`config.mk`:
```
export PLATFORM = sky130hd
export DESIGN_NAME = vfStepSeq
export DESIGN_NICKNAME = d
export VERILOG_FILES = /design/src/rtl/vfseq_pkg.sv /design/src/rtl/vfseqPath.sv /design/src/rtl/vfseqCtrl.sv /design/src/rtl/vfStepSeq.sv
export SDC_FILE = /design/constraint.sdc
export NUM_CORES = 1
export LEC_CHECK = 0
export ABC_AREA = 0
export BUFFER_PORTS_ARGS = -buffer_cell sky130_fd_sc_hd__buf_2
export CAP_MARGIN = 0
export CORE_MARGIN = 2
export CORE_UTILIZATION = 55
export CTS_BUF_LIST = sky130_fd_sc_hd__clkbuf_8
export CTS_CLUSTER_DIAMETER = 120
export DETAILED_ROUTE_END_ITERATION = 16
export GPL_ROUTABILITY_DRIVEN = 0
export GPL_TIMING_DRIVEN = 0
export PLACE_DENSITY = 0.89
export SLEW_MARGIN = 10
export SYNTH_ARGS = -nofsm -noshare
export SYNTH_HDL_FRONTEND = slang
export SYNTH_SLANG_ARGS = --single-unit
```
`constraint.sdc`:
```
create_clock -name clk -period 4 [get_ports clk]
set_clock_uncertainty 0.1 [all_clocks]
set_input_delay 0.6 -clock clk [delete_from_list [all_inputs] [get_ports clk]]
set_output_delay 0.6 -clock clk [all_outputs]
set_load 0.02 [all_outputs]
```
`src/rtl/vfseq_pkg.sv`:
```
package vfseq_pkg;

  typedef struct packed {
    logic loadTgt;
    logic setFreq;
    logic stepUp;
    logic stepDn;
    logic commit;
  } vfStrobe_t;

  typedef enum logic [2:0] {
    S_IDLE,
    S_PICK,
    S_DN_HALT,
    S_DN_VOLT,
    S_UP_VOLT,
    S_UP_HALT
  } vfState_t;

endpackage

```
`src/rtl/vfseqPath.sv`:
```
module vfseqPath
  import vfseq_pkg::*;
#(
  parameter int NUM_PTS  = 6,
  parameter int IDX_W    = 3,
  parameter int FCODE_W  = 8,
  parameter int VCODE_W  = 8,
  parameter int IDLE_W   = 8,
  parameter int F_BASE   = 12,
  parameter int F_PER_PT = 3,
  parameter int V_BASE   = 28,
  parameter int V_PER_PT = 2,
  parameter int RST_PT   = 3,
  parameter int IDLE_HI  = 200,
  parameter int ACT_LO   = 40,
  parameter int ACT_RUN  = 3
) (
  input  logic               clk,
  input  logic               rstN,
  input  logic               idleValid,
  input  logic [IDLE_W-1:0]  idleSample,
  input  logic               thermTrig,
  input  logic               swReq,
  input  logic [IDX_W-1:0]   swTarget,
  input  vfStrobe_t          strobe,
  output logic [IDX_W-1:0]   curPoint,
  output logic [FCODE_W-1:0] freqCode,
  output logic [VCODE_W-1:0] voltCode,
  output logic               pendValid,
  output logic               tgtAbove,
  output logic               tgtBelow,
  output logic               voltAtTgt
);

  localparam int ACT_W = (ACT_RUN > 1) ? $clog2(ACT_RUN + 1) : 1;
  localparam logic [IDX_W-1:0]  MAX_IDX  = IDX_W'(NUM_PTS - 1);
  localparam logic [IDX_W-1:0]  RST_IDX  = IDX_W'(RST_PT);
  localparam logic [IDLE_W-1:0] HI_LIM   = IDLE_W'(IDLE_HI);
  localparam logic [IDLE_W-1:0] LO_LIM   = IDLE_W'(ACT_LO);
  localparam logic [ACT_W-1:0]  RUN_LAST = ACT_W'(ACT_RUN - 1);

  function automatic logic [FCODE_W-1:0] freqOf(input logic [IDX_W-1:0] p);
    return FCODE_W'(F_BASE + F_PER_PT * int'(p));
  endfunction

  function automatic logic [VCODE_W-1:0] voltOf(input logic [IDX_W-1:0] p);
    return VCODE_W'(V_BASE + V_PER_PT * int'(p));
  endfunction

  logic [IDX_W-1:0] tgtPoint;
  logic [IDX_W-1:0] pendTgt;
  logic [ACT_W-1:0] actCnt;

  logic [IDX_W-1:0] basePt, baseDn, baseUp, swClamp;
  logic             idleHigh, actLow, actHit;
  logic             reqValid;
  logic [IDX_W-1:0] reqTgt;

  // Step requests count from the newest committed destination
  always_comb begin
    basePt   = pendValid ? pendTgt : tgtPoint;
    baseDn   = (basePt == '0) ? basePt : basePt - 1'b1;
    baseUp   = (basePt >= MAX_IDX) ? MAX_IDX : basePt + 1'b1;
    swClamp  = (swTarget > MAX_IDX) ? MAX_IDX : swTarget;
    idleHigh = idleValid && (idleSample >= HI_LIM);
    actLow   = idleValid && (idleSample <= LO_LIM);
    actHit   = actLow && (actCnt == RUN_LAST);
  end

  // Priority: thermal, software, idle, activity
  always_comb begin
    reqValid = 1'b1;
    reqTgt   = basePt;
    if (thermTrig)     reqTgt = baseDn;
    else if (swReq)    reqTgt = swClamp;
    else if (idleHigh) reqTgt = baseDn;
    else if (actHit)   reqTgt = baseUp;
    else               reqValid = 1'b0;
  end

  always_ff @(posedge clk) begin
    if (!rstN) begin
      actCnt <= '0;
    end else if (idleValid) begin
      if (!actLow)     actCnt <= '0;
      else if (actHit) actCnt <= '0;
      else             actCnt <= actCnt + 1'b1;
    end
  end

  always_ff @(posedge clk) begin
    if (!rstN) begin
      pendValid <= 1'b0;
      pendTgt   <= RST_IDX;
    end else if (reqValid) begin
      pendValid <= 1'b1;
      pendTgt   <= reqTgt;
    end else if (strobe.loadTgt) begin
      pendValid <= 1'b0;
    end
  end

  always_ff @(posedge clk) begin
    if (!rstN) begin
      tgtPoint <= RST_IDX;
      curPoint <= RST_IDX;
      freqCode <= freqOf(RST_IDX);
      voltCode <= voltOf(RST_IDX);
    end else begin
      if (strobe.loadTgt) tgtPoint <= pendTgt;
      if (strobe.commit)  curPoint <= tgtPoint;
      if (strobe.setFreq) freqCode <= freqOf(tgtPoint);
      if (strobe.stepUp)  voltCode <= voltCode + 1'b1;
      else if (strobe.stepDn) voltCode <= voltCode - 1'b1;
    end
  end

  always_comb begin
    tgtAbove  = tgtPoint > curPoint;
    tgtBelow  = tgtPoint < curPoint;
    voltAtTgt = voltCode == voltOf(tgtPoint);
  end

endmodule

```
`src/rtl/vfseqCtrl.sv`:
```
module vfseqCtrl
  import vfseq_pkg::*;
(
  input  logic      clk,
  input  logic      rstN,
  input  logic      pendValid,
  input  logic      tgtAbove,
  input  logic      tgtBelow,
  input  logic      voltAtTgt,
  input  logic      pllLockAck,
  input  logic      regReady,
  output vfStrobe_t strobe,
  output logic      haltExec,
  output logic      pllLockReq,
  output logic      running
);

  vfState_t state, stateNxt;

  always_comb begin
    stateNxt = state;
    strobe   = '0;
    unique case (state)
      S_IDLE: begin
        if (pendValid) begin
          strobe.loadTgt = 1'b1;
          stateNxt       = S_PICK;
        end
      end
      S_PICK: begin
        if (tgtBelow) begin
          strobe.setFreq = 1'b1;
          stateNxt       = S_DN_HALT;
        end else if (tgtAbove) begin
          stateNxt = S_UP_VOLT;
        end else begin
          stateNxt = S_IDLE;
        end
      end
      S_DN_HALT: begin
        if (pllLockAck) stateNxt = S_DN_VOLT;
      end
      S_DN_VOLT: begin
        if (voltAtTgt) begin
          strobe.commit = 1'b1;
          stateNxt      = S_IDLE;
        end else if (regReady) begin
          strobe.stepDn = 1'b1;
        end
      end
      S_UP_VOLT: begin
        if (voltAtTgt) begin
          strobe.setFreq = 1'b1;
          stateNxt       = S_UP_HALT;
        end else if (regReady) begin
          strobe.stepUp = 1'b1;
        end
      end
      S_UP_HALT: begin
        if (pllLockAck) begin
          strobe.commit = 1'b1;
          stateNxt      = S_IDLE;
        end
      end
      default: stateNxt = S_IDLE;
    endcase
  end

  always_ff @(posedge clk) begin
    if (!rstN) state <= S_IDLE;
    else       state <= stateNxt;
  end

  always_comb begin
    haltExec   = (state == S_DN_HALT) || (state == S_UP_HALT);
    pllLockReq = haltExec;
    running    = state != S_IDLE;
  end

endmodule

```
`src/rtl/vfStepSeq.sv`:
```
module vfStepSeq
  import vfseq_pkg::*;
#(
  parameter int NUM_PTS  = 6,
  parameter int FCODE_W  = 8,
  parameter int VCODE_W  = 8,
  parameter int IDLE_W   = 8,
  parameter int F_BASE   = 12,
  parameter int F_PER_PT = 3,
  parameter int V_BASE   = 28,
  parameter int V_PER_PT = 2,
  parameter int RST_PT   = 3,
  parameter int IDLE_HI  = 200,
  parameter int ACT_LO   = 40,
  parameter int ACT_RUN  = 3,
  localparam int IDX_W   = (NUM_PTS > 1) ? $clog2(NUM_PTS) : 1
) (
  input  logic               clk,
  input  logic               rstN,
  input  logic               idleValid,
  input  logic [IDLE_W-1:0]  idleSample,
  input  logic               thermTrig,
  input  logic               swReq,
  input  logic [IDX_W-1:0]   swTarget,
  input  logic               pllLockAck,
  input  logic               regReady,
  output logic               haltExec,
  output logic               pllLockReq,
  output logic [FCODE_W-1:0] freqCode,
  output logic [VCODE_W-1:0] voltCode,
  output logic [IDX_W-1:0]   curPoint,
  output logic               busy
);

  vfStrobe_t strobe;
  logic pendValid, tgtAbove, tgtBelow, voltAtTgt, running;

  vfseqPath #(
    .NUM_PTS(NUM_PTS), .IDX_W(IDX_W), .FCODE_W(FCODE_W), .VCODE_W(VCODE_W),
    .IDLE_W(IDLE_W), .F_BASE(F_BASE), .F_PER_PT(F_PER_PT), .V_BASE(V_BASE),
    .V_PER_PT(V_PER_PT), .RST_PT(RST_PT), .IDLE_HI(IDLE_HI), .ACT_LO(ACT_LO),
    .ACT_RUN(ACT_RUN)
  ) uPath (
    .clk(clk), .rstN(rstN), .idleValid(idleValid), .idleSample(idleSample),
    .thermTrig(thermTrig), .swReq(swReq), .swTarget(swTarget), .strobe(strobe),
    .curPoint(curPoint), .freqCode(freqCode), .voltCode(voltCode),
    .pendValid(pendValid), .tgtAbove(tgtAbove), .tgtBelow(tgtBelow),
    .voltAtTgt(voltAtTgt)
  );

  vfseqCtrl uCtrl (
    .clk(clk), .rstN(rstN), .pendValid(pendValid), .tgtAbove(tgtAbove),
    .tgtBelow(tgtBelow), .voltAtTgt(voltAtTgt), .pllLockAck(pllLockAck),
    .regReady(regReady), .strobe(strobe), .haltExec(haltExec),
    .pllLockReq(pllLockReq), .running(running)
  );

  assign busy = running || pendValid;

endmodule

```
==> results by group, run 1 <==
Outcome
  – Result of the run: finished, final reports clean

Yosys
  – Synth async-reset ratio: 0
  – Sequential cell area fraction in the yosys report: 0.274
  – Mapped Area: around 2100 µm²
  – Yosys reg bits: 29
  – Synth Area per Inst: 8.25 µm²
  – Most numerous cell types in the synthesized netlist: sky130_fd_sc_hd__dfxtp_1 (29), sky130_fd_sc_hd__nand2_1 (28), sky130_fd_sc_hd__ha_1 (19), sky130_fd_sc_hd__inv_1 (19), sky130_fd_sc_hd__o21ai_0 (16)
  – Dominant cell type by area after synthesis: sky130_fd_sc_hd__dfxtp_1
  – Commonest register cell after synthesis: sky130_fd_sc_hd__dfxtp_1
  – Gate count after technology mapping: 257
  – Area fraction of the dominant cell type after synthesis: 0.274
  – Netlist cell types: 48
  – Top cells by area, synth: sky130_fd_sc_hd__dfxtp_1 (27%), sky130_fd_sc_hd__ha_1 (11%), sky130_fd_sc_hd__nand2_1 (5.0%)
  – Top-count cell post-synth: sky130_fd_sc_hd__dfxtp_1
  – Post-synth EDFFs: 0
  – Yosys Warn Count: 0

Pwr
  – VDD IR-drop max: 0.000192 V
  – LEAKAGE: 1.10 nW
  – Power density over the cells: 351 nW/µm²
  – Design Power: 0.865 mW

Place
  – Number of I/O port buffers: 37
  – Total cell area at the placement stage: 2370 µm²
  – Detail Placement HPWL: 3440 µm

GRT
  – Global Route Usage Sum: 0.231
  – Vias in the first global route: 1840
  – Global-route wire length before repair: 7750 µm
  – Largest net degree at the start of global routing: 11
  – Antenna violations before repair: 0
  – Global route total overflow: 0

Clocking
  – CTS sink cnt: 29
  – Number of buffers on the longest clock path: 2
  – Resized Gates After CTS: 0
  – H-tree Lvls: 2
  – Clock buffer count from CTS: 5
  – CTS Root Cell: sky130_fd_sc_hd__clkbuf_8
  – Cts hold-fix bufs: 0
  – Post-CTS setup buffers: 0
  – Clk Latency, worst-skew pair: 0.29 ns
  – Clock edge transition at the registers on the reported setup and hold paths: 0.06 ns
  – Clock tree from TritonCTS: built

Route
  – TritonRoute pass-1 iters: 4
  – Vias per Instance: 5.52
  – Post-route DRC violation count: 0
  – First-iteration detailed-routing DRC count: 64
  – Wire length per cell: about 13 µm
  – Number of nets with antenna violations after routing: 0
  – Final routed wirelength across all metal layers: 4570 µm
  – Vias after detailed routing: 1933

Worst setup path
  – Max stage delay cell, worst path: sky130_fd_sc_hd__dfxtp_2
  – Critical setup path kind: reg -> reg
  – Cell count along the critical path: 14
  – Crit-path cells: inv_1, ha_1, or3b_4, a211oi_1, nand3b_1, nand3_2, inv_1, fa_1, nor2b_1, o21ai_0, a21boi_0, o21a_1, nor3_1, o41ai_1
  – Worst reg2reg startpoint: uPath.tgtPoint[1]
  – Flop-to-flop setup slack: ~0.4 ns
  – Critical path data arrival time: 3.70 ns
  – FF-to-FF End: uPath.voltCode[6]
  – Launching element of the worst setup path: uPath.tgtPoint[1]
  – Most frequent CP cell: sky130_fd_sc_hd__inv_1
  – Kind of end point of the critical path: flop
  – Cell depth of the worst flop-to-flop path: 14
  – Worst path bufs/invs: 2
  – Required time worst endpoint: 4.09 ns
  – Endpoint of the worst setup timing path: uPath.voltCode[6]
  – Delay of the slowest cell on the worst path: 0.46 ns
  – Critical Path Source Type: flop
  – Maximum fanout along the worst path: 9
  – Kind of cell adding the most delay to the critical path: compound AO/OA/AOI/OAI gates

Floorplan
  – Num rows: 22
  – Initial cell density of the core: 0.575
  – Core Area: 3690 µm²
  – Horizontal extent of the die: ~66 µm
  – Top Ports: 40
  – Die height: 66.1 µm
  – Die area: 4370 µm²

Timing
  – Time the final worst path needs with I/O delays and setup: 3.60 ns
  – Timing-limited maximum frequency: 277 MHz
  – Number of hold violations in the final report: 0
  – Headroom to the max-slew limit: 0.626
  – Worst Hold Margin: roughly 0.37 ns
  – Number of max-slew violations in the final report: 0
  – Setup TNS after final layout: 0 ns
  – RSZ-0062 raised after global routing: no
  – Setup violation total in the final timing report: 0
  – Transition time at the pin with the least slew margin: 0.561 ns
  – Final Cycle Share: 0.901

Min path
  – Path type of the worst min-delay path: reg -> reg
  – Hold Crit Depth: 2

Finish
  – Area growth from synthesis to final layout: 16.2%
  – Final Instance Area: between 2000 and 2500 µm²
  – Diode count: 0
  – Ratio of cells with drive above 1 in the final layout: 0.202
  – Fill cells: 319
  – Net count, final: 342

Flow run
  – Number of maximum-capacitance violations: 0
worst min path at each step:
stage | start | end
after floorplan | uPath.pendTgt[2] | uPath.tgtPoint[2]
after global placement | uPath.freqCode[1] | uPath.freqCode[1]
after detailed placement | uPath.freqCode[4] | uPath.freqCode[4]
after CTS | uPath.freqCode[0] | uPath.freqCode[0]
after global routing | uPath.freqCode[1] | uPath.freqCode[1]
final | uPath.freqCode[1] | uPath.freqCode[1]
placed cells by master, fill, tap and decap left out, types with 4 or more instances in the layout:
master | synthesis | final
sky130_fd_sc_hd__xnor2_1 | 5 | 5
sky130_fd_sc_hd__a21oi_1 | 12 | 12
sky130_fd_sc_hd__nor2_1 | 13 | 13
sky130_fd_sc_hd__clkbuf_1 | 6 | 6
sky130_fd_sc_hd__nand3_1 | 13 | 12
sky130_fd_sc_hd__clkbuf_8 | 0 | 6
sky130_fd_sc_hd__o21a_1 | 5 | 5
sky130_fd_sc_hd__o21ai_0 | 16 | 16
sky130_fd_sc_hd__o211ai_1 | 7 | 7
sky130_fd_sc_hd__buf_4 | 4 | 4
sky130_fd_sc_hd__xor2_1 | 6 | 6
sky130_fd_sc_hd__mux2i_1 | 10 | 10
sky130_fd_sc_hd__nor3_1 | 6 | 6
sky130_fd_sc_hd__inv_1 | 19 | 20
sky130_fd_sc_hd__nor3b_1 | 4 | 4
sky130_fd_sc_hd__nor2b_1 | 7 | 7
sky130_fd_sc_hd__nand2_1 | 28 | 28
sky130_fd_sc_hd__nand3b_1 | 4 | 4
sky130_fd_sc_hd__ha_1 | 19 | 19
sky130_fd_sc_hd__buf_2 | 1 | 38
sky130_fd_sc_hd__dfxtp_1 | 29 | 27
sequential cells by signal, indices dropped and copies added, names as in the netlist:
name and count:
uPath.voltCode 8, uPath.freqCode 6, uCtrl.state 3, uPath.curPoint 3
uPath.pendTgt 3, uPath.tgtPoint 3, uPath.actCnt 2, uPath.pendValid 1
per-stage QoR:
step            util  setup WS (ns)  instances
6_report       0.668          0.395        350
5_1_grt        0.668         0.0771        350
4_1_cts        0.666          0.109        350
3_5_place_dp   0.642          0.149        343
3_3_place_gp   0.642          0.229        343
2_1_floorplan      -          0.641        258
report_power, final:
part	total, mW	internal, mW	switching (mW)	leakage [nW]
Clock	0.249	0.134	0.116	0.0485
Sequential	0.333	0.309	0.0238	0.236
Combinational	0.283	0.109	0.174	0.811
Total	0.865	0.552	0.313	1.10
area by class of cell:
cell class / instances / area (µm²) / area share
multi-input combinational: 199 / 1420 / 0.576
timing repair buffer: 37 / 185 / 0.0752
clock inverter: 1 / 3.75 / 0.00152
tap: 48 / 60.1 / 0.0244
sequential: 29 / 583 / 0.237
clock buffer: 6 / 82.6 / 0.0335
buffer: 11 / 57.6 / 0.0234
inverter: 19 / 71.3 / 0.0290
cells by family (layout without fill, tap and decap cells):
group	after synthesis	count (layout)	share of synthesized area
muxes	12	12	0.0579
other	1	2	0.00177
buffers and inverters	30	74	0.0608
xor gates and xnor gates	11	11	0.0455
DFF	29	29	0.274
adders and majority gates	22	22	0.140
AOI/OAI and AO/OA	61	61	0.197
and+or+nand+nor	91	91	0.223
per-layer routing:
metal | track usage | routed length [µm] | vias up
li1 | - | - | 996
met4 | 0.107 | 82 | 0
met3 | 0.0409 | 208 | 8
met1 | 0.270 | 2110 | 888
met2 | 0.404 | 2180 | 41
met5 | 0 | 0 | -
worst reg2reg max path, delay by kind of cell, from the launching register on:
family | cells | cell delay [ns]
AOI/OAI and AO/OA | 5 | 1.06
and+or+nand+nor | 5 | 1.02
adders and majority gates | 2 | 0.65
DFF | 1 | 0.46
buffers and inverters | 2 | 0.23
Note: power is estimated with default switching activity, not from simulation.
==> run 2, diff against run 1 <==
--- a/config.mk
+++ b/config.mk
@@ -6,16 +6,17 @@
 export NUM_CORES = 1
 export LEC_CHECK = 0
 export ABC_AREA = 0
-export BUFFER_PORTS_ARGS = -buffer_cell sky130_fd_sc_hd__buf_2
 export CAP_MARGIN = 0
 export CORE_MARGIN = 2
-export CORE_UTILIZATION = 55
+export CORE_UTILIZATION = 45
 export CTS_BUF_LIST = sky130_fd_sc_hd__clkbuf_8
 export CTS_CLUSTER_DIAMETER = 120
 export DETAILED_ROUTE_END_ITERATION = 16
+export DONT_BUFFER_PORTS = 1
 export GPL_ROUTABILITY_DRIVEN = 0
 export GPL_TIMING_DRIVEN = 0
-export PLACE_DENSITY = 0.89
+export MAX_ROUTING_LAYER = met4
+export PLACE_DENSITY = 0.7
 export SLEW_MARGIN = 10
 export SYNTH_ARGS = -nofsm -noshare
 export SYNTH_HDL_FRONTEND = slang
==> run 2 against run 1 <==
  * Largest cell class unchanged
  * Routed wire length decreased by 2.5%
  * Flip-flop and latch count unchanged
  * Critical path type unchanged
  * Clock power increased by 26%
==> results by group, run 2 (synthesized netlist as in run 1, its figures left out) <==
Pwr
  – Power density over the cells: 391 nW/µm² (+11%)
  – Design Power: 0.905 mW (+4.6%)
  – VDD IR-drop max: 0.000292 V (+52%)
  – LEAKAGE: 0.956 nW (-13%)

Place
  – Number of I/O port buffers: 0 (-100%)
  – Total instance count after detailed placement: 310 (-9.6%)
  – Detail Placement HPWL: 3350 µm (-2.6%)
  – Setup Slack @ Placement: 0.162 ns (+0.0127 ns)

Clocking
  – Clock buffer count from CTS: 5 (unchanged)
  – Clk Latency, worst-skew pair: 0.28 ns (about the same)
  – H-tree Lvls: 2 (unchanged)
  – CTS Root Cell: sky130_fd_sc_hd__clkbuf_8
  – Post-CTS setup buffers: 0 (unchanged)
  – CTS sink cnt: 29 (unchanged)
  – Clock tree from TritonCTS: built
  – Number of buffers on the longest clock path: 2 (unchanged)
  – Clock edge transition at the registers on the reported setup and hold paths: 0.07 ns (about the same)

Finish
  – Ratio of cells with drive above 1 in the final layout: 0.0940 (-0.108)
  – Area growth from synthesis to final layout: 9.09%
  – Fill cells: 428 (+34%)
  – Number of cells in the finished layout apart from fillers: 318 (-9.1%)
  – Area of the multi-input gates: 1420 µm² (unchanged)
  – Share of the core filled with cells: 0.520 (-0.147)
  – Net count, final: 305 (-11%)
  – Most frequent cells in the layout: sky130_fd_sc_hd__nand2_1 (28), sky130_fd_sc_hd__dfxtp_1 (27), sky130_fd_sc_hd__inv_1 (20)
  – Registers with the most flip-flops: uPath.voltCode (8), uPath.freqCode (6)
  – Combined flip-flop and latch cell area: 583 µm² (unchanged)
  – Diode count: 0 (unchanged)
  – Register bank with the most flops: uPath.voltCode
  – Most common cell after layout, fill and taps aside: sky130_fd_sc_hd__nand2_1
  – Max FFs per register: 8 (unchanged)

Floorplan
  – Die height: 72.6 µm (+9.9%)
  – Core Area: 4440 µm² (+20%)
  – Top Ports: 40 (unchanged)
  – Initial cell density of the core: 0.477 (-0.0977)
  – Num rows: 24 (+9.1%)
  – Horizontal extent of the die: 72.6 µm (+9.9%)
  – Die area: 5280 µm² (+21%)

Worst setup path
  – Required time worst endpoint: 4.08 ns (about the same)
  – Critical path data arrival time: 3.67 ns (-0.03 ns)
  – Most frequent CP cell: sky130_fd_sc_hd__inv_1
  – Kind of cell adding the most delay to the critical path: compound AO/OA/AOI/OAI gates
  – Delay of the slowest cell on the worst path: 0.45 ns (about the same)
  – Critical setup path kind: reg -> reg
  – Maximum fanout along the worst path: 9 (unchanged)
  – Worst path bufs/invs: 2 (unchanged)
  – Kind of end point of the critical path: flop
  – Critical Path Source Type: flop
  – Crit-path cells: inv_1, ha_1, or3b_4, a211oi_1, nand3b_1, nand3_2, inv_1, fa_1, nor2b_1, o21ai_0, a21boi_0, o21a_1, nor3_1, o41ai_1
  – Max stage delay cell, worst path: sky130_fd_sc_hd__dfxtp_2

Route
  – Number of nets with antenna violations after routing: 0 (unchanged)
  – Wire length per cell: 14.0 µm (+7.3%)
  – Final routed wirelength across all metal layers: 4460 µm (-2.5%)
  – Vias per Instance: 5.59 (+1.2%)
  – Post-route DRC violation count: 0 (unchanged)
  – Vias after detailed routing: 1778 (-8.0%)
  – First-iteration detailed-routing DRC count: 98 (+53%)
  – TritonRoute pass-1 iters: 5 (+1)

Timing
  – Number of hold violations in the final report: 0 (unchanged)
  – Time the final worst path needs with I/O delays and setup: 3.59 ns (-0.0163 ns)
  – Headroom to the max-slew limit: 0.520 (-0.105)
  – Final Cycle Share: 0.897 (-0.00407)
  – Crit path setup slack, layout: 0.412 ns (+0.0163 ns)
  – Setup violation total in the final timing report: 0 (unchanged)
  – Setup TNS after final layout: 0 ns (unchanged)
  – Timing-limited maximum frequency: 279 MHz (+0.45%)
  – Number of max-slew violations in the final report: 0 (unchanged)
  – Transition time at the pin with the least slew margin: 0.712 ns (+0.151 ns)
  – RSZ-0062 raised after global routing: no

Flow run
  – Number of maximum-capacitance violations: 0 (unchanged)

GRT
  – Global-route wire length before repair: 7570 µm (-2.3%)
  – Antenna violations before repair: 0 (unchanged)
  – Global route total overflow: 0 (unchanged)
  – Largest net degree at the start of global routing: 11 (unchanged)
  – Global Route Usage Sum: 0.188 (-0.0425)
  – Vias in the first global route: 1744 (-5.2%)

Outcome
  – Result of the run: finished, final reports clean

Min path
  – Path type of the worst min-delay path: in -> reg
==> run 2: timing repair <==
action	in CTS	in global routing
hold buffers	0	0
gates resized for setup	0	3
hold endpoints to repair	0	0
setup endpoints to repair	0	1
==> run 2: metal layers <==
| metal | up-vias | share of wire | global-route usage |
|---|---|---|---|
| met3 | 7 | 0.051 | 0.0539 |
| li1 | 923 | - | - |
| met4 | 0 | 0.013 | 0.0720 |
| met1 | 800 | 0.48 | 0.224 |
| met2 | 48 | 0.46 | 0.301 |
| met5 | - | 0 | - |
==> run 2: area by class of cell <==
cell class / count / area share
buffer: 11 / 0.0249
inverter: 19 / 0.0308
sequential: 29 / 0.252
tap: 52 / 0.0281
clock inverter: 2 / 0.0146
multi-input combinational: 199 / 0.614
clock buffer: 6 / 0.0357
==> run 2: where the power goes <==
group / leakage [nW] / internal (mW) / switching (mW) / total (mW)
Sequential: 0.236 / 0.309 / 0.0310 / 0.340
Combinational: 0.658 / 0.0950 / 0.157 / 0.252
Clock: 0.0626 / 0.200 / 0.112 / 0.313
Total: 0.956 / 0.604 / 0.300 / 0.905
==> run 2: final timing paths <==
kind,start,to,slack [ns],cells after the start
worst max-delay path,uPath.tgtPoint[1],uPath.voltCode[6],0.41,14
worst min-delay path,rstN,uPath.freqCode[1],0.36,2
worst max register to register,uPath.tgtPoint[1],uPath.voltCode[6],0.41,14
worst min register to register,uPath.pendTgt[2],uPath.tgtPoint[2],0.43,2
==> run 2: through the flow <==
stage	instance area [µm²]	hold WS [ns]
floorplan	2120	0.391
finish	2310	0.365
global route	2310	0.384
global placement	2190	0.421
CTS	2300	0.361
detailed placement	2190	0.426
==> run 3, diff against run 2 <==
--- a/config.mk
+++ b/config.mk
@@ -5,7 +5,7 @@
 export SDC_FILE = /design/constraint.sdc
 export NUM_CORES = 1
 export LEC_CHECK = 0
-export ABC_AREA = 0
+export ABC_AREA = 1
 export CAP_MARGIN = 0
 export CORE_MARGIN = 2
 export CORE_UTILIZATION = 45
==> run 3 against run 2 <==
  * Flip-flop and latch count did not move
  * Hold slack improved by 0.022 ns
  * Fmax rose by 14%
  * Register-to-register slack improved by 0.43 ns
  * Synthesized area rose by 0.65%
  * Highest routed layer unchanged
  * Sequential share of layout area rose by 0.12 points
  * Largest cell class unchanged
  * First-iteration DRC count fell by 47%
  * Utilization fell by 2.9 points
==> results by group, run 3 <==
Yosys
  – Top-count cell post-synth: sky130_fd_sc_hd__nand2_1
  – Post-synth EDFFs: 0 (unchanged)
  – Fraction of synthesized cell area in xor and xnor cells: 0.0328 (-0.0126)
  – Dominant combinational cell family by area after synthesis: simple AND/OR/NAND/NOR gates
  – Commonest register cell after synthesis: sky130_fd_sc_hd__dfxtp_1
  – Area fraction of the dominant cell type after synthesis: 0.272 (-0.00177)
  – Share of synthesized cell area in and, or, nand and nor gates: 0.281 (+0.0578)
  – Yosys reg bits: 29 (unchanged)
  – Mapped Area: 2130 µm² (+0.65%)
  – Most numerous cell types in the synthesized netlist: sky130_fd_sc_hd__nand2_1 (76), sky130_fd_sc_hd__inv_1 (41), sky130_fd_sc_hd__a21oi_1 (29), sky130_fd_sc_hd__dfxtp_1 (29), sky130_fd_sc_hd__nor2_1 (28)
  – Sequential cell area fraction in the yosys report: 0.272 (-0.00177)
  – Adder-cell area share of the yosys netlist: 0.140 (-0.000906)
  – Gate count after technology mapping: 314 (+22%)
  – Netlist cell types: 33 (-31%)
  – Dominant cell type by area after synthesis: sky130_fd_sc_hd__dfxtp_1
  – Synth Area per Inst: 6.79 µm² (-18%)
  – Fraction of synthesized area in multiplexers: 0 (-0.0579)
  – Synth async-reset ratio: 0 (unchanged)
  – Top cells by area, synth: sky130_fd_sc_hd__dfxtp_1 (27%), sky130_fd_sc_hd__nand2_1 (13%), sky130_fd_sc_hd__ha_1 (11%)
  – Yosys Warn Count: 0 (unchanged)
  – Compound-cell area share of the yosys netlist: 0.168 (-0.0282)

Finish
  – Max FFs per register: 8 (unchanged)
  – Most common cell after layout, fill and taps aside: sky130_fd_sc_hd__nand2_1
  – Most frequent cells in the layout: sky130_fd_sc_hd__nand2_1 (76), sky130_fd_sc_hd__inv_1 (41), sky130_fd_sc_hd__a21oi_1 (29), sky130_fd_sc_hd__dfxtp_1 (29), sky130_fd_sc_hd__nor2_1 (28)
  – Net count, final: 362 (+19%)
  – Register bank with the most flops: uPath.voltCode
  – Combined flip-flop and latch cell area: 581 µm² (-0.43%)
  – Final Instance Area: 2290 µm² (-0.92%)
  – Ratio of cells with drive above 1 in the final layout: 0.0960 (+0.00199)
  – Number of cells in the finished layout apart from fillers: 377 (+19%)
  – Area growth from synthesis to final layout: 7.39%
  – Area of the multi-input gates: 1330 µm² (-6.0%)
  – Diode count: 0 (unchanged)
  – Registers with the most flip-flops: uPath.voltCode (8), uPath.freqCode (6)
  – Fill cells: 494 (+15%)

GRT
  – Global Route Usage Sum: 0.194 (+0.00616)
  – Largest net degree at the start of global routing: 11 (unchanged)
  – Global route total overflow: 0 (unchanged)
  – Vias in the first global route: 1829 (+4.9%)
  – Antenna violations before repair: 0 (unchanged)
  – Global-route wire length before repair: 7830 µm (+3.5%)

Clocking
  – Post-CTS setup buffers: 0 (unchanged)
  – Clock buffer count from CTS: 5 (unchanged)
  – Number of buffers on the longest clock path: 2 (unchanged)
  – H-tree Lvls: 2 (unchanged)
  – Cts hold-fix bufs: 0 (unchanged)
  – Resized Gates After CTS: 0 (unchanged)
  – CTS sink cnt: 29 (unchanged)
  – Clock tree from TritonCTS: built
  – CTS Root Cell: sky130_fd_sc_hd__clkbuf_8
  – Clk Latency, worst-skew pair: 0.29 ns (about the same)
  – Clock edge transition at the registers on the reported setup and hold paths: 0.06 ns (about the same)

Worst setup path
  – Crit-path cells: inv_1, ha_1, xnor2_1, nor2_2, nand3_2, nand3_1, ha_1, a21oi_1, nand2_1, nand2_1, nand3_1, nor2_1, nor2_2, a21oi_1, nor2_1
  – Kind of end point of the critical path: flop
  – Delay of the slowest cell on the worst path: 0.58 ns (+0.13 ns)
  – Critical setup path kind: reg -> reg
  – Critical path data arrival time: 3.24 ns (-0.43 ns)
  – Worst path bufs/invs: 1 (-1)
  – Max stage delay cell, worst path: sky130_fd_sc_hd__dfxtp_1
  – Maximum fanout along the worst path: 9 (unchanged)
  – Kind of cell adding the most delay to the critical path: simple AND/OR/NAND/NOR gates
  – Required time worst endpoint: 4.08 ns (about the same)
  – Critical Path Source Type: flop
  – Flop-to-flop setup slack: 0.84 ns (+0.43 ns)

Pwr
  – Internal cell power: 0.714 mW (+18%)
  – Clock network power share: 0.175 (-0.171)
  – Flop pwr share: 0.354 (-0.022)
  – VDD IR-drop max: 0.000260 V (-11%)
  – Power density over the cells: 593 nW/µm² (+52%)
  – Switching part of the total: 0.475 (+0.143)
  – Switching component of the power: 0.645 mW (+110%)
  – Comb power frac: 0.471 (+0.192)
  – LEAKAGE: 1.18 nW (+23%)

Route
  – Routed met1 length: 2030 µm (-5.2%)
  – Number of nets with antenna violations after routing: 0 (unchanged)
  – DR WL met3: 193 µm (-15%)
  – Wire length per cell: 12.2 µm (-13%)
  – Length of routed met2 wiring: 2330 µm (+14%)
  – Final routed wirelength across all metal layers: 4590 µm (+2.9%)
  – TritonRoute pass-1 iters: 4 (-1)
  – Post-route DRC violation count: 0 (unchanged)
  – Uppermost routed layer: met4
  – Vias after detailed routing: 1928 (+8.4%)
  – First-iteration detailed-routing DRC count: 52 (-47%)
  – Vias per Instance: 5.11 (-8.5%)

Timing
  – Time the final worst path needs with I/O delays and setup: 3.16 ns (-0.430 ns)
  – Final Cycle Share: 0.790 (-0.108)
  – Headroom to the max-slew limit: 0.598 (+0.0781)
  – Transition time at the pin with the least slew margin: 0.602 ns (-0.110 ns)
  – Number of max-slew violations in the final report: 0 (unchanged)
  – Timing-limited maximum frequency: 317 MHz (+14%)
  – Crit path setup slack, layout: 0.842 ns (+0.430 ns)
  – RSZ-0062 raised after global routing: no
  – Setup violation total in the final timing report: 0 (unchanged)
  – Setup TNS after final layout: 0 ns (unchanged)
  – Number of hold violations in the final report: 0 (unchanged)

Flow run
  – Number of maximum-capacitance violations: 0 (unchanged)

Floorplan
  – Die area: 5310 µm² (+0.61%)
  – Num rows: 25 (+4.2%)
  – Horizontal extent of the die: 72.9 µm (+0.30%)
  – Die height: 72.9 µm (+0.30%)
  – Core Area: 4660 µm² (+4.9%)
  – Top Ports: 40 (unchanged)
  – Initial cell density of the core: 0.458 (-0.0192)

Place
  – Total instance count after detailed placement: 369 (+19%)
  – Total cell area at the placement stage: 2200 µm² (+0.74%)
  – Setup Slack @ Placement: 0.818 ns (+0.656 ns)
  – Number of I/O port buffers: 0 (unchanged)
  – Detail Placement HPWL: 3610 µm (+7.7%)

Outcome
  – Result of the run: finished, final reports clean

Min path
  – Path type of the worst min-delay path: reg -> reg
==> run 3: cell count changes after synthesis, sizes merged, moves of 5 or more <==
cell and change:
nand2 +51, inv +25, a21oi +17, nor2 +16
mux2i -10, nand3 +7, nor2b -7, o21ai +7
clkbuf -5
==> run 3: cell families (layout without fill, tap and decap cells) <==
| kind of cell | after synthesis | count (layout) |
|---|---|---|
| AND/OR/NAND/NOR | 138 | 138 |
| buffers and inverters | 52 | 60 |
| adder cells (fa/ha/maj) | 22 | 22 |
| AO/OA/AOI/OAI | 64 | 64 |
| other | 1 | 2 |
| flip-flops | 29 | 29 |
| XOR/XNOR | 8 | 8 |
==> run 3: tightest hold or removal path, cell delays in order, from the launching register on <==
cell,delay [ns]
sky130_fd_sc_hd__dfxtp_1,0.32
sky130_fd_sc_hd__nand2_1,0.07
sky130_fd_sc_hd__a21oi_1,0.06
==> run 3: layout make-up <==
class                   instances  area share
flip-flops and latches         29       0.253
clock inverters                 3     0.00765
inverters                      45      0.0737
multi-input cells             234       0.582
clock buffers                   5      0.0300
plain buffers                   7      0.0235
well taps                      54      0.0295
==> run 3: metal layers <==
layer | track usage | vias to the layer above
met5 | - | -
met4 | 0.0473 | 0
met3 | 0.0483 | 5
met2 | 0.349 | 37
met1 | 0.214 | 861
li1 | - | 1025
==> run 3: final timing paths <==
kind	end	cells after the start	from
setup / recovery	uPath.voltCode[7]	15	uPath.tgtPoint[1]
hold / removal	uPath.actCnt[1]	2	uPath.actCnt[1]
hold reg to reg	uPath.actCnt[1]	2	uPath.actCnt[1]
setup reg to reg	uPath.voltCode[7]	15	uPath.tgtPoint[1]
==> run 3: power by group through the flow <==
stage / logic, mW / registers, mW / clock network, mW
after floorplan: 0.529 / 0.466 / 0
after global placement: 0.621 / 0.485 / 0
after detailed placement: 0.642 / 0.486 / 0
after CTS: 0.645 / 0.480 / 0.242
after global routing: 0.747 / 0.491 / 0.251
final: 0.640 / 0.481 / 0.237
==> run 3: per-stage QoR <==
step / hold slack [ns] / util / power (mW)
6_report: 0.387 / 0.492 / 1.36
5_1_grt: 0.394 / 0.492 / 1.49
4_1_cts: 0.387 / 0.492 / 1.37
3_5_place_dp: 0.383 / 0.473 / 1.13
3_3_place_gp: 0.368 / 0.473 / 1.11
2_1_floorplan: 0.353 / - / 0.995
